`config.mk`:
```
export PLATFORM = sky130hd
export DESIGN_NAME = ordered_event_trigger
export DESIGN_NICKNAME = d
export VERILOG_FILES = /design/src/rtl/oet_pkg.sv /design/src/rtl/oet_ctrl.sv /design/src/rtl/oet_count.sv /design/src/rtl/ordered_event_trigger.sv
export SDC_FILE = /design/constraint.sdc
export NUM_CORES = 1
export LEC_CHECK = 0
export BUFFER_PORTS_ARGS = -buffer_cell sky130_fd_sc_hd__buf_2
export CAP_MARGIN = 15
export CORE_MARGIN = 2
export CORE_UTILIZATION = 53
export CTS_CLUSTER_DIAMETER = 120
export DETAILED_ROUTE_END_ITERATION = 16
export PLACE_DENSITY = 0.75
export SLEW_MARGIN = 20
export SYNTH_ARGS = -nofsm -noshare
export SYNTH_HDL_FRONTEND = slang
export SYNTH_SLANG_ARGS = --single-unit
export TNS_END_PERCENT = 50
```
`constraint.sdc`:
```
create_clock -name clk -period 3.15 [get_ports clk]
set_input_delay 0.315 -clock clk [delete_from_list [all_inputs] [get_ports clk]]
set_output_delay 0.315 -clock clk [all_outputs]
set_load 0.01 [all_outputs]
```
`src/rtl/oet_pkg.sv`:
```
package oet_pkg;

  typedef enum logic [1:0] {
    MODE_OFF   = 2'd0,
    MODE_THREE = 2'd1,
    MODE_TWO   = 2'd2,
    MODE_RSVD  = 2'd3
  } seqMode_e;

  // strobes from the sequencing control to the counting datapath
  typedef struct packed {
    logic passDone;  // final stage accepted this cycle
    logic clearAll;  // drop the completion count
  } seqStrobe_t;

endpackage

```
`src/rtl/oet_ctrl.sv`:
```
module oet_ctrl
  import oet_pkg::*;
(
  input  logic       clk,
  input  logic       rstN,
  input  logic       sysReset,
  input  logic [1:0] cfgMode,
  input  logic       cfgRstPtEn,
  input  logic       cfgUpdate,
  input  logic [2:0] chanHit,    // {ch3, ch2, ch1}
  input  logic       rstPtHit,
  output seqStrobe_t strobe
);

  localparam int STAGE_W = 2;

  logic [STAGE_W-1:0] stage, stageNext;
  logic [STAGE_W-1:0] lastStage;
  logic [STAGE_W-1:0] chanIdx;
  logic               active, stale, gate, abort, expHit, advance, isLast;

  always_comb begin
    active    = (cfgMode == MODE_THREE) || (cfgMode == MODE_TWO);
    lastStage = (cfgMode == MODE_THREE) ? STAGE_W'(2) : STAGE_W'(1);
    stale     = stage > lastStage;
    chanIdx   = lastStage - stage;
    expHit    = !stale && chanHit[chanIdx];
    isLast    = stage == lastStage;
    gate      = active && !cfgUpdate && !sysReset;
    abort     = gate && cfgRstPtEn && rstPtHit;
    advance   = gate && expHit && !abort;
    strobe.passDone = advance && isLast;
    strobe.clearAll = sysReset || !active;
  end

  always_comb begin
    stageNext = stage;
    if (strobe.clearAll || stale || abort || strobe.passDone)
      stageNext = '0;
    else if (advance)
      stageNext = stage + STAGE_W'(1);
  end

  always_ff @(posedge clk or negedge rstN) begin
    if (!rstN) stage <= '0;
    else       stage <= stageNext;
  end

endmodule

```
`src/rtl/oet_count.sv`:
```
module oet_count
  import oet_pkg::*;
#(
  parameter int CNT_W = 8
) (
  input  logic             clk,
  input  logic             rstN,
  input  seqStrobe_t       strobe,
  input  logic [CNT_W-1:0] cfgRepeat,
  input  logic             cfgAction,
  output logic             breakReq,
  output logic             traceHaltReq
);

  localparam int SUM_W = CNT_W + 1;

  logic [CNT_W-1:0] passCnt;
  logic [SUM_W-1:0] passNext, target;
  logic             reached, fireQ, actQ;

  always_comb begin
    target   = (cfgRepeat == '0) ? SUM_W'(1) : {1'b0, cfgRepeat};
    passNext = {1'b0, passCnt} + SUM_W'(1);
    reached  = passNext >= target;
  end

  always_ff @(posedge clk or negedge rstN) begin
    if (!rstN) begin
      passCnt <= '0;
      fireQ   <= 1'b0;
      actQ    <= 1'b0;
    end else begin
      fireQ <= 1'b0;
      if (strobe.clearAll) begin
        passCnt <= '0;
      end else if (strobe.passDone) begin
        if (reached) begin
          fireQ   <= 1'b1;
          actQ    <= cfgAction;
          passCnt <= '0;
        end else begin
          passCnt <= passNext[CNT_W-1:0];
        end
      end
    end
  end

  assign breakReq     = fireQ && !actQ;
  assign traceHaltReq = fireQ && actQ;

endmodule

```
`src/rtl/ordered_event_trigger.sv`:
```
module ordered_event_trigger
  import oet_pkg::*;
#(
  parameter int CNT_W = 8
) (
  input  logic             clk,
  input  logic             rstN,
  input  logic             sysReset,
  input  logic [1:0]       cfgMode,
  input  logic             cfgRstPtEn,
  input  logic [CNT_W-1:0] cfgRepeat,
  input  logic             cfgAction,
  input  logic             cfgUpdate,
  input  logic             matchC1,
  input  logic             matchC2,
  input  logic             matchC3,
  input  logic             matchRstPt,
  output logic             breakReq,
  output logic             traceHaltReq
);

  seqStrobe_t strobe;

  oet_ctrl u_ctrl (
    .clk        (clk),
    .rstN       (rstN),
    .sysReset   (sysReset),
    .cfgMode    (cfgMode),
    .cfgRstPtEn (cfgRstPtEn),
    .cfgUpdate  (cfgUpdate),
    .chanHit    ({matchC3, matchC2, matchC1}),
    .rstPtHit   (matchRstPt),
    .strobe     (strobe)
  );

  oet_count #(.CNT_W(CNT_W)) u_count (
    .clk          (clk),
    .rstN         (rstN),
    .strobe       (strobe),
    .cfgRepeat    (cfgRepeat),
    .cfgAction    (cfgAction),
    .breakReq     (breakReq),
    .traceHaltReq (traceHaltReq)
  );

endmodule

```
# == Word level (Yosys, flattened, before mapping) ==
# Cells that the tools add are included.
# classes
addsub,3
n_lt_le_gt_ge,3
muxes,12
reduce_logical,25
n_bitwise,1
eq_ne,3
# op_table
op,n
two-way mux 8 bit,4
logical AND 1 bit,10
adder 8 x 1 -> 9 bit (second input constant),1
greater-or-equal comparator 9 bit,1
zero test 8 bit,1
zero test 1 bit,6
two-way mux 2 bit,3
logical OR 1 bit,5
two-way mux 1 bit,4
nonzero test 2 bit,2
less-than comparator 2 x 3 -> 1 bit (second input constant),1
AND reduction 3 bit,1
adder 2 x 1 -> 2 bit (second input constant),1
binary-select mux 1 bit (select 2 bit),1
== test 2 x 1 -> 1 bit (second input constant),1
== test 2 bit,1
== test 2 bit (second input constant),1
> comparator 2 bit,1
subtractor 2 bit,1
NOT 1 bit,1
# totals
word_cells,51
ff_bits,12
out_inout_bits,2
in_bits,20

# == Depth between registers and ports, before layout ==
# Gate-level depths: netlist of the first run.
# depth
ltp_word,11
depth_mapped,12
mapped_depth_nobuf,11

# == Cells and area by module ==
# A second synthesis of the first run with hierarchy kept.
# unflattened
cells_unflattened,125
hier_area_um2,1142.3
# modules_own_cells
mod,cells_each,n_inst,area_per_inst_um2,seq_area_each_um2
oet_count,95,1,870.8,250.2
oet_ctrl,30,1,271.5,50.0

# == Worst setup path before layout of the first run ==
# No wires, ideal clock.
# synth_path
kind,register to register
startpoint,register u_count.passCnt[0]
endpoint,register u_count.actQ
arrival_ps,2287
path_buffers,0
setup_ps,125
path_stages_with_launch,10
slack_ps,738
cell_sequence,dfrtp_1 ha_1 and3_1 nand3_1 xnor2_1 ha_1 nand3_1 o31a_1 a21oi_1 mux2_2
# synth_between
elab_chain_cells,3
# synth_rtl
item,line,source
start: declaration,oet_count.sv:17,logic [CNT_W-1:0] passCnt;
start signal: assignment,oet_count.sv:42,passCnt <= passNext[CNT_W-1:0];
adder 8 x 1 -> 9 bit,oet_count.sv:23,"passNext = {1'b0, passCnt} + SUM_W'(1);"
greater-or-equal comparator 9 bit,oet_count.sv:24,reached = passNext >= target;
AND reduction 3 bit (no line),n/a,
end signal: assignment,oet_count.sv:39,actQ <= cfgAction;
end: declaration,oet_count.sv:19,"logic reached, fireQ, actQ;"
# No other way between the ends.
# A chain may end at the register's enable or synchronous reset.

# == Worst setup path after layout of the first run ==
# Same ends and word-level chain as after synthesis.

==> reports/metrics.yaml, run 1 <==
start_util: 0.547
cp_max_fo: 6
status: "finished clean"
drtIter0Drc: 23
nets: 176
drc_errors: 0
grt_max_degree: 13
antenna_found_initial: 0
timing.rr.start: "u_count.passCnt[0]$_DFFE_PN0P_"
hp-class: "input port to register"
p_seq_frac: 0.471
cp_slowest_cell: "dfrtp_1"
wl_per_cell_um: 11.8
port_buffers: 21
grt_usage: 0.192
worstMarginPinSlew_ns: 0.366
core_area_sq_mm: 0.00190
pwr_density_cell_mw_per_mm2: 272
ant_nets: 0
setup_viol: 0
htreeDepth: 1
endpoint_kind: "register"
clock_latency_ns: 0.27
max_freq_mhz: 370
drv_slew: 0
gr-total-overflow: 0
swShare: 0.241
critPathLaunch: "u_count.passCnt[0]$_DFFE_PN0P_"
synth_edf_count: 0
cts_buffers: 3
row_count: 16
crit_chain: "ha_1 -> and3_1 -> nand3_1 -> xnor2_1 -> ha_1 -> nand3_1 -> o31a_1 -> a21oi_1 -> mux2_2"
syn-instance-count: 117
yosysWarnings: 0
postCtsSetupBuffers: 0
layout-drive-gt1-share: 0.246
clock-root-buffer: "clkbuf_4"
intPower_w: 0.000251
dieArea_sq_mm: 0.00233
insertedDiodeCount: 0
dpl.hpwl_mm: 1.70
ys_ff_latch: 12
io_pins: 22
relSlewSlack: 0.756
pwr-share-comb: 0.165
report.final.hold_viol_count: 0
critical_path_class: "register to register"
grt_first_pass_wirelength_mm: 3.46
avgSynthCellArea_sq_um: 8.90
net-switching-power_w: 0.0000797
firstDrtPassIters: 4
syn-cell-area_sq_mm: 0.00104
final_cell_mix: "21 x buf_2, 15 x inv_1, 12 x ha_1, 12 x dfrtp_1"
gp_congestion: 0.876
synth_top_family_by_area: "simple AND/OR/NAND/NOR gates"
vias: 915
peakVddDrop_v: 0.000260
synth_compound_area_frac: 0.171
synthXorXnorAreaFrac: 0.0505
grt_pass1_vias: 828
die_h_um: 48.3
synth_fa_ha_area_frac: 0.163
vias_per_cell: 5.41
stdcell_area_sq_mm: 0.00122
clkSinkCount: 12
cts_tree: "done"
async_reset_ff_frac: 1.00
yosysSeqAreaShare: 0.288
start_kind: "register"
synth_nets: 150
max-cap-violations: 0
fin_crit_sh: 0.858
dpl-instance-area_sq_mm: 0.00117
min_period_ns: 2.70
final_common_cell: "buf_2"
cpPeakStageDelay_ns: 0.43
required_ns: 3.31
worstPathArrival_ns: 2.87
clkTransAtPathRegs_ns: 0.07
chipWidth_um: 48.3
cellLeakagePower_nw: 0.640
ys_types: 41
cts_buffer_depth: 2
p_clk_frac: 0.365
skew_ns: 0.00107
ys.flop_type: "dfrtp_1"
setup_tns_ns: 0
drt-total-wl_mm: 1.99
num-fill-cells: 176
area_growth_pct: 16.9
muxShareOfSynthArea: 0.0349
min_from: "cfgAction"
synth-simple-area-share: 0.222
rsz0062_at_grt: "false"
==> worst max-delay path, delay by kind of cell, from the launching register on <==
| kind | cells | cell delay (ns) |
|---|---|---|
| muxes | 1 | 0.36 |
| adders and majority gates | 2 | 0.55 |
| xor gates and xnor gates | 1 | 0.18 |
| and+or+nand+nor | 3 | 0.51 |
| DFF | 1 | 0.43 |
| AOI/OAI and AO/OA | 2 | 0.56 |
==> synth_stat cells, drive strengths merged (2+ instances only) <==
library cell   n  share of area
inv           15          0.054
dfrtp         12           0.29
ha            12           0.14
nand3         10          0.053
nand2          9          0.032
nor2           7          0.025
a21oi          6          0.032
o21ai          6          0.029
a31oi          4          0.024
xnor2          4          0.034
a21o           2          0.014
and2           2          0.012
and3           2          0.012
buf            2          0.016
mux2           2          0.025
nor3b          2          0.025
o2bb2ai        2          0.017
xor2           2          0.017
==> power groups by stage <==
stage / clock (W) / sequential [W] / combinational [W]
after global placement: 0 / 0.000159 / 0.0000513
after detailed placement: 0 / 0.000159 / 0.0000539
after CTS: 0.000124 / 0.000156 / 0.0000548
after floorplan: 0 / 0.000159 / 0.0000337
after global routing: 0.000133 / 0.000156 / 0.0000622
final: 0.000121 / 0.000156 / 0.0000544
==> worst paths after layout <==
| path | slack, ns | cells after the start | end |
|---|---|---|---|
| worst max-delay path | 0.45 | 9 | u_count.actQ$_DFFE_PN0P_ |
| worst min-delay path | 0.27 | 2 | u_count.actQ$_DFFE_PN0P_ |
| worst max register to register | 0.45 | 9 | u_count.actQ$_DFFE_PN0P_ |
| worst min register to register | 0.53 | 1 | u_count.actQ$_DFFE_PN0P_ |
| max in group asynchronous | 2.51 | 2 | u_count.passCnt[1]$_DFFE_PN0P_ |
| min in group asynchronous | 0.44 | 2 | u_count.passCnt[7]$_DFFE_PN0P_ |
==> cell families (layout without fill, tap and decap cells) <==
logic type                 after synthesis  in the layout
AOI/OAI and AO/OA                       26             26
xor gates and xnor gates                 6              6
muxes                                    3              3
and+or+nand+nor                         40             40
adders and majority gates               13             13
DFF                                     12             12
buffers and inverters                   17             42
==> metal layers <==
metal  wire length (um)  vias up  global-route usage
met5                  0        -                   0
met4                 24        0              0.0714
met3                 97        4              0.0525
met2                952       20               0.310
met1                918      426               0.246
li1                   -      465                   -
==> sequential cells by signal (all words and copies together) (netlist names) <==
signal	flops
u_count.fireQ	1
u_ctrl.stage	2
u_count.passCnt	8
u_count.actQ	1
==> final cells by class <==
type                            count  area (sq um)  share of cell area
Multi-Input combinational cell     88           668               0.549
Sequential cell                    12           300               0.247
Clock buffer                        4          36.3              0.0298
Timing Repair Buffer               23           123               0.101
Tap cell                           27          33.8              0.0277
Inverter                           15          56.3              0.0462
==> repair_timing <==
item | in CTS | in global routing
hold buffers | 1 | 0
gates resized for setup | 0 | 0
endpoints found under the hold margin | 12 | 0
==> stage by stage <==
stage               instances  total power [W]   util  hold slack [ns]  worst slack (ns)
global route              169         0.000351  0.640            0.268             0.289
CTS                       169         0.000335  0.640            0.265             0.425
finish                    169         0.000331  0.640            0.268             0.449
global placement          164         0.000210  0.616            0.200             0.479
detailed placement        164         0.000213  0.616            0.202             0.424
floorplan                 117         0.000192      -           0.0194             0.738
(Power assumes the default switching activity.)
==> run 2: changes to the inputs <==
--- a/config.mk
+++ b/config.mk
@@ -8,12 +8,13 @@
 export BUFFER_PORTS_ARGS = -buffer_cell sky130_fd_sc_hd__buf_2
 export CAP_MARGIN = 15
 export CORE_MARGIN = 2
-export CORE_UTILIZATION = 53
+export CORE_UTILIZATION = 54
 export CTS_CLUSTER_DIAMETER = 120
 export DETAILED_ROUTE_END_ITERATION = 16
 export PLACE_DENSITY = 0.75
 export SLEW_MARGIN = 20
 export SYNTH_ARGS = -nofsm -noshare
 export SYNTH_HDL_FRONTEND = slang
+export SYNTH_HIERARCHICAL = 1
 export SYNTH_SLANG_ARGS = --single-unit
 export TNS_END_PERCENT = 50
==> reports/metrics.yaml, run 2 <==
status: "finished clean"
fin_crit_sh: 0.894
regMostFlops: "u_count/passCnt"
whs_endpoint: "u_ctrl/stage[0]$_DFFE_PN0P_"
area_growth_pct: 15.9
num-fill-cells: 158
multi_input_area_sq_um: 774
cellLeakagePower_nw: 0.678
grt_max_degree: 15
yosysMostFrequentCell: "inv_1"
firstDrtPassIters: 4
worstMarginPinSlew_ns: 0.627
hp-class: "input port to register"
gp_congestion: 0.818
pwr-share-comb: 0.161
ant_nets: 0
synth_edf_count: 0
syn-cell-area_sq_mm: 0.00114
start_util: 0.576
yosysSeqAreaShare: 0.263
synthTopCellsByArea: "dfrtp_1 26%, ha_1 13%, a41o_1 5.3%"
drv_slew: 0
setup_viol: 0
preCtsSetupSlack_ns: 0.257
largest_register_ffs: 8
async_reset_ff_frac: 1.00
crit_chain: "ha_1 -> nand3_4 -> nor2_1 -> xor2_1 -> ha_1 -> and3_1 -> nor2b_1 -> or4_4 -> o41ai_1"
core_area_sq_mm: 0.00198
synth_nets: 158
reg_top3: "u_count/passCnt (8), u_ctrl/stage (2)"
setup_slack_ns: 0.333
final_cell_mix: "21 x buf_2, 15 x inv_1, 12 x ha_1, 12 x dfrtp_1"
netlist_top_cells_count: "15 x inv_1, 12 x dfrtp_1, 12 x ha_1"
hold_ws_ns: 0.383
rsz0062_at_grt: "false"
clock_latency_ns: 0.27
row_count: 16
ys_types: 44
max_freq_mhz: 355
clkSinkCount: 12
final_common_cell: "buf_2"
max-cap-violations: 0
peakVddDrop_v: 0.000149
stdcell_area_sq_mm: 0.00132
p_clk_frac: 0.372
clock-root-buffer: "clkbuf_4"
grt_usage: 0.225
antenna_found_initial: 0
yosys.area.top_type: "dfrtp_1"
layout-drive-gt1-share: 0.255
intPower_w: 0.000249
port_buffers: 21
cts_tree: "done"
clkTransAtPathRegs_ns: 0.07
io_pins: 22
setup_tns_ns: 0
pwr_density_cell_mw_per_mm2: 249
insertedDiodeCount: 0
chipWidth_um: 50.0
grt_first_pass_wirelength_mm: 4.29
min_period_ns: 2.82
net-switching-power_w: 0.0000810
vias_per_cell: 5.78
vias: 1017
cts_buffer_depth: 2
cts_buffers: 3
dieArea_sq_mm: 0.00250
worstPathArrival_ns: 2.97
htreeDepth: 1
syn-instance-count: 125
grt_pass1_vias: 985
cpPeakStageDelay_ns: 0.47
swShare: 0.245
regToRegSetupSlack_ns: 0.33
hold_depth: 3
min_from: "cfgUpdate"
cpMostUsedCell: "ha_1"
r2r_end: "u_count/passCnt[2]$_DFFE_PN0P_"
dpl-instance-area_sq_mm: 0.00128
dpl.hpwl_mm: 1.92
gr-total-overflow: 0
drc_errors: 0
cp_slowest_cell: "or4_4"
ys_ff_latch: 12
r2r_cells: 9
synth_top_area_share: 0.263
endpoint_kind: "register"
critical_path_class: "register to register"
report.final.hold_viol_count: 0
drtIter0Drc: 25
drt-total-wl_mm: 2.35
nets: 183
relSlewSlack: 0.578
start_kind: "register"
seq_area_sq_um: 300
required_ns: 3.31
wl_per_cell_um: 13.4
p_seq_frac: 0.467
avgSynthCellArea_sq_um: 9.14
yosysWarnings: 6
skew_ns: 0.00278
timing.rr.start: "u_count/passCnt[0]$_DFFE_PN0P_"
cp_max_fo: 6
ys.flop_type: "dfrtp_1"
die_h_um: 50.0
[run 2: metrics by stage]
step	instances	total power (W)	util
6_report	176	0.000330	0.668
5_1_grt	176	0.000348	0.668
4_1_cts	176	0.000334	0.668
3_5_place_dp	171	0.000210	0.645
3_3_place_gp	171	0.000208	0.645
2_1_floorplan	125	0.000188	-
[run 2: logic make-up after synthesis]
| kind of cell | synth area share |
|---|---|
| AND/OR/NAND/NOR | 0.274 |
| AO/OA/AOI/OAI | 0.200 |
| buffers and inverters | 0.0591 |
| adder cells (fa/ha/maj) | 0.149 |
| flip-flops | 0.263 |
| XOR/XNOR | 0.0460 |
| multiplexers | 0.00876 |
[run 2: power by group through the flow]
stage / combinational [W] / clock [W] / sequential [W]
global route: 0.0000607 / 0.000133 / 0.000154
finish: 0.0000531 / 0.000123 / 0.000154
global placement: 0.0000502 / 0 / 0.000157
detailed placement: 0.0000523 / 0 / 0.000157
floorplan: 0.0000311 / 0 / 0.000157
CTS: 0.0000536 / 0.000126 / 0.000154
[run 2: timing repair]
action,CTS,global route
hold endpoints to repair,12,0
hold buffers,1,0
buffers inserted,0,0
gates resized for setup,0,0
[run 2: layout make-up]
class                           count  area share
Clock buffer                        4      0.0274
Inverter                           15      0.0425
Multi-Input combinational cell     95       0.585
Sequential cell                    12       0.227
Tap cell                           27      0.0255
Timing Repair Buffer               23      0.0926
[run 2: critical path: cells and delay by family, from the launching register on]
| family | cells | cell delay, ns |
|---|---|---|
| AO/OA/AOI/OAI | 1 | 0.35 |
| XOR/XNOR | 1 | 0.21 |
| adder cells (fa/ha/maj) | 2 | 0.58 |
| flip-flops | 1 | 0.45 |
| AND/OR/NAND/NOR | 5 | 1.11 |
[run 2: worst max path at each step]
stage / startpoint / slack [ns] / depth (start not counted) / to
floorplan: cfgMode[1] / 0.52 / 11 / u_count/passCnt[1]$_DFFE_PN0P_
global placement: cfgMode[0] / 0.36 / 12 / u_count/actQ$_DFFE_PN0P_
detailed placement: cfgMode[0] / 0.26 / 12 / u_count/passCnt[2]$_DFFE_PN0P_
CTS: u_count/passCnt[0]$_DFFE_PN0P_ / 0.31 / 9 / u_count/passCnt[2]$_DFFE_PN0P_
global route: u_count/passCnt[0]$_DFFE_PN0P_ / 0.09 / 9 / u_count/passCnt[2]$_DFFE_PN0P_
finish: u_count/passCnt[0]$_DFFE_PN0P_ / 0.33 / 9 / u_count/passCnt[2]$_DFFE_PN0P_
[run 2: metal layers]
| metal | vias to the layer above | global-route usage | wire length [um] |
|---|---|---|---|
| li1 | 507 | - | - |
| met2 | 25 | 0.362 | 1100 |
| met4 | 0 | 0.0741 | 27 |
| met5 | - | 0 | 0 |
| met1 | 481 | 0.290 | 1130 |
| met3 | 4 | 0.0606 | 95 |
==> run 3: changes to the inputs <==
--- a/config.mk
+++ b/config.mk
@@ -5,13 +5,14 @@
 export SDC_FILE = /design/constraint.sdc
 export NUM_CORES = 1
 export LEC_CHECK = 0
+export ABC_AREA = 1
 export BUFFER_PORTS_ARGS = -buffer_cell sky130_fd_sc_hd__buf_2
 export CAP_MARGIN = 15
 export CORE_MARGIN = 2
 export CORE_UTILIZATION = 54
 export CTS_CLUSTER_DIAMETER = 120
 export DETAILED_ROUTE_END_ITERATION = 16
-export PLACE_DENSITY = 0.75
+export PLACE_DENSITY = 0.76
 export SLEW_MARGIN = 20
 export SYNTH_ARGS = -nofsm -noshare
 export SYNTH_HDL_FRONTEND = slang
==> reports/metrics.yaml, run 3 <==
min_period_ns: 2.50
rsz0062_at_grt: "false"
largest_register_ffs: 8
gp_congestion: 0.885
path_buf_inv: 2
firstDrtPassIters: 4
drc_errors: 0
cts_buffers: 3
async_reset_ff_frac: 1.00
clkTransAtPathRegs_ns: 0.07
area_growth_pct: 17.3
synthTopCellsByArea: "dfrtp_1 28%, ha_1 14%, nand2_1 13%"
ant_nets: 0
critical_path_class: "register to register"
endpoint_kind: "register"
final_core_util: 0.654
syn-instance-count: 146
clock_latency_ns: 0.27
chipWidth_um: 48.6
yosysMostFrequentCell: "nand2_1"
start_kind: "register"
ys_types: 27
setup_tns_ns: 0
grt_usage: 0.198
core_area_sq_mm: 0.00192
seq_area_sq_um: 300
antenna_found_initial: 0
hp-class: "input port to register"
cpMostUsedCell: "nand2_1"
gr-total-overflow: 0
syn-cell-area_sq_mm: 0.00107
clock-root-buffer: "clkbuf_4"
swShare: 0.247
yosysSeqAreaShare: 0.280
regMostFlops: "u_count/passCnt"
reg_top3: "u_count/passCnt (8), u_ctrl/stage (2)"
drt-total-wl_mm: 2.15
drv_slew: 0
cts_buffer_depth: 2
required_ns: 3.33
preCtsSetupSlack_ns: 0.551
p_seq_frac: 0.471
nets: 206
hold_ws_ns: 0.287
start_util: 0.558
num-fill-cells: 171
dpl.hpwl_mm: 1.75
vias_per_cell: 4.93
net-switching-power_w: 0.0000811
pwr-share-comb: 0.168
grt_pass1_vias: 826
multi_input_area_sq_um: 644
cp_max_fo: 10
grt_max_degree: 13
dieArea_sq_mm: 0.00236
cellLeakagePower_nw: 0.744
worstPathArrival_ns: 2.68
die_h_um: 48.6
p_clk_frac: 0.361
cpPeakStageDelay_ns: 0.55
cts_resized: 0
synth_nets: 179
fin_crit_sh: 0.795
max-cap-violations: 0
relSlewSlack: 0.718
drtIter0Drc: 25
avgSynthCellArea_sq_um: 7.34
status: "finished clean"
pwr_density_cell_mw_per_mm2: 261
netlist_top_cells_count: "38 x nand2_1, 27 x inv_1, 12 x dfrtp_1, 12 x ha_1"
synth_top_area_share: 0.280
crit_chain: "ha_1 -> fa_1 -> nand2_1 -> nand2_1 -> nand3_2 -> nor2_4 -> nand2_1 -> inv_1 -> inv_1 -> nor2_2 -> nand2_1 -> o21ai_1"
port_buffers: 21
final_cell_mix: "38 x nand2_1, 27 x inv_1, 21 x buf_2"
final_common_cell: "nand2_1"
setup_viol: 0
yosys.area.top_type: "dfrtp_1"
ys_ff_latch: 12
stdcell_count: 199
ys.flop_type: "dfrtp_1"
skew_ns: 0.00176
yosysWarnings: 6
worstMarginPinSlew_ns: 0.422
critical_path.top_delay_family: "simple AND/OR/NAND/NOR gates"
synth_edf_count: 0
place_inst: 194
clkSinkCount: 12
wl_per_cell_um: 10.8
cp_slowest_cell: "fa_1"
max_freq_mhz: 400
intPower_w: 0.000247
setup_slack_ns: 0.647
io_pins: 22
grt_first_pass_wirelength_mm: 3.59
htreeDepth: 1
insertedDiodeCount: 0
report.final.hold_viol_count: 0
peakVddDrop_v: 0.000244
cts_tree: "done"
vias: 981
layout-drive-gt1-share: 0.238
row_count: 16
[run 3: cell count changes in the layout (fill, tap and decap cells not counted), moves of 4 or more]
cell	previous run	this run
nor3b_1	5	0
o21ai_1	0	5
inv_1	15	27
nor2b_1	4	0
a41o_1	6	1
inv_2	0	6
nand2_1	5	38
a21oi_1	7	3
[run 3: logic make-up after synthesis]
group           after synthesis  share of synthesized area
simple gates                 65                      0.296
buf+inv                      34                      0.119
compound gates               15                     0.0817
fa+ha+maj                    13                      0.159
flops                        12                      0.280
xor+xnor                      7                     0.0642
[run 3: path summary, 6_finish.rpt]
path	from	to	slack, ns	cells after the start
max in group asynchronous	rstN	u_count/passCnt[3]$_DFFE_PN0P_	2.50	2
min reg2reg	u_count/actQ$_DFFE_PN0P_	u_count/actQ$_DFFE_PN0P_	0.52	2
max	u_ctrl/stage[0]$_DFFE_PN0P_	u_count/passCnt[2]$_DFFE_PN0P_	0.65	12
max reg2reg	u_ctrl/stage[0]$_DFFE_PN0P_	u_count/passCnt[2]$_DFFE_PN0P_	0.65	12
min	cfgAction	u_count/actQ$_DFFE_PN0P_	0.29	3
min in group asynchronous	rstN	u_count/fireQ$_DFF_PN0_	0.44	2
[run 3: power by group through the flow]
stage	registers, W	clock network (W)	logic, W
6_report	0.000154	0.000118	0.0000551
3_3_place_gp	0.000157	0	0.0000513
3_5_place_dp	0.000157	0	0.0000535
4_1_cts	0.000154	0.000121	0.0000550
5_1_grt	0.000154	0.000132	0.0000633
2_1_floorplan	0.000157	0	0.0000323
[run 3: metrics by stage]
| step | total power [W] | cell area, sq um |
|---|---|---|
| 2_1_floorplan | 0.000190 | 1070 |
| 3_3_place_gp | 0.000209 | 1210 |
| 3_5_place_dp | 0.000211 | 1210 |
| 4_1_cts | 0.000330 | 1260 |
| 5_1_grt | 0.000350 | 1260 |
| 6_report | 0.000328 | 1260 |
[run 3: layer usage]
layer  up-vias  share of wire  track usage
met5         -              0            0
met4         0         0.0051       0.0476
met3         2          0.056       0.0617
met2        27           0.45        0.301
met1       439           0.49        0.275
li1        513              -            -
[run 3: worst register-to-register path, delay by kind of cell, from the launching register on]
kind	cells	cell delay, ns
DFF	1	0.44
adders and majority gates	2	0.79
AOI/OAI and AO/OA	1	0.20
and+or+nand+nor	7	0.88
buffers and inverters	2	0.12
[run 3: final cells by class]
type / count / area share
Multi-Input combinational cell: 100 / 0.512
Timing Repair Buffer: 22 / 0.0915
Tap cell: 27 / 0.0269
Clock buffer: 4 / 0.0289
Sequential cell: 12 / 0.239
Inverter: 34 / 0.101
[run 3: timing repair]
action / CTS / global route
buffers inserted: 0 / 0
endpoints found under the hold margin: 12 / 0
hold buffers: 1 / 0
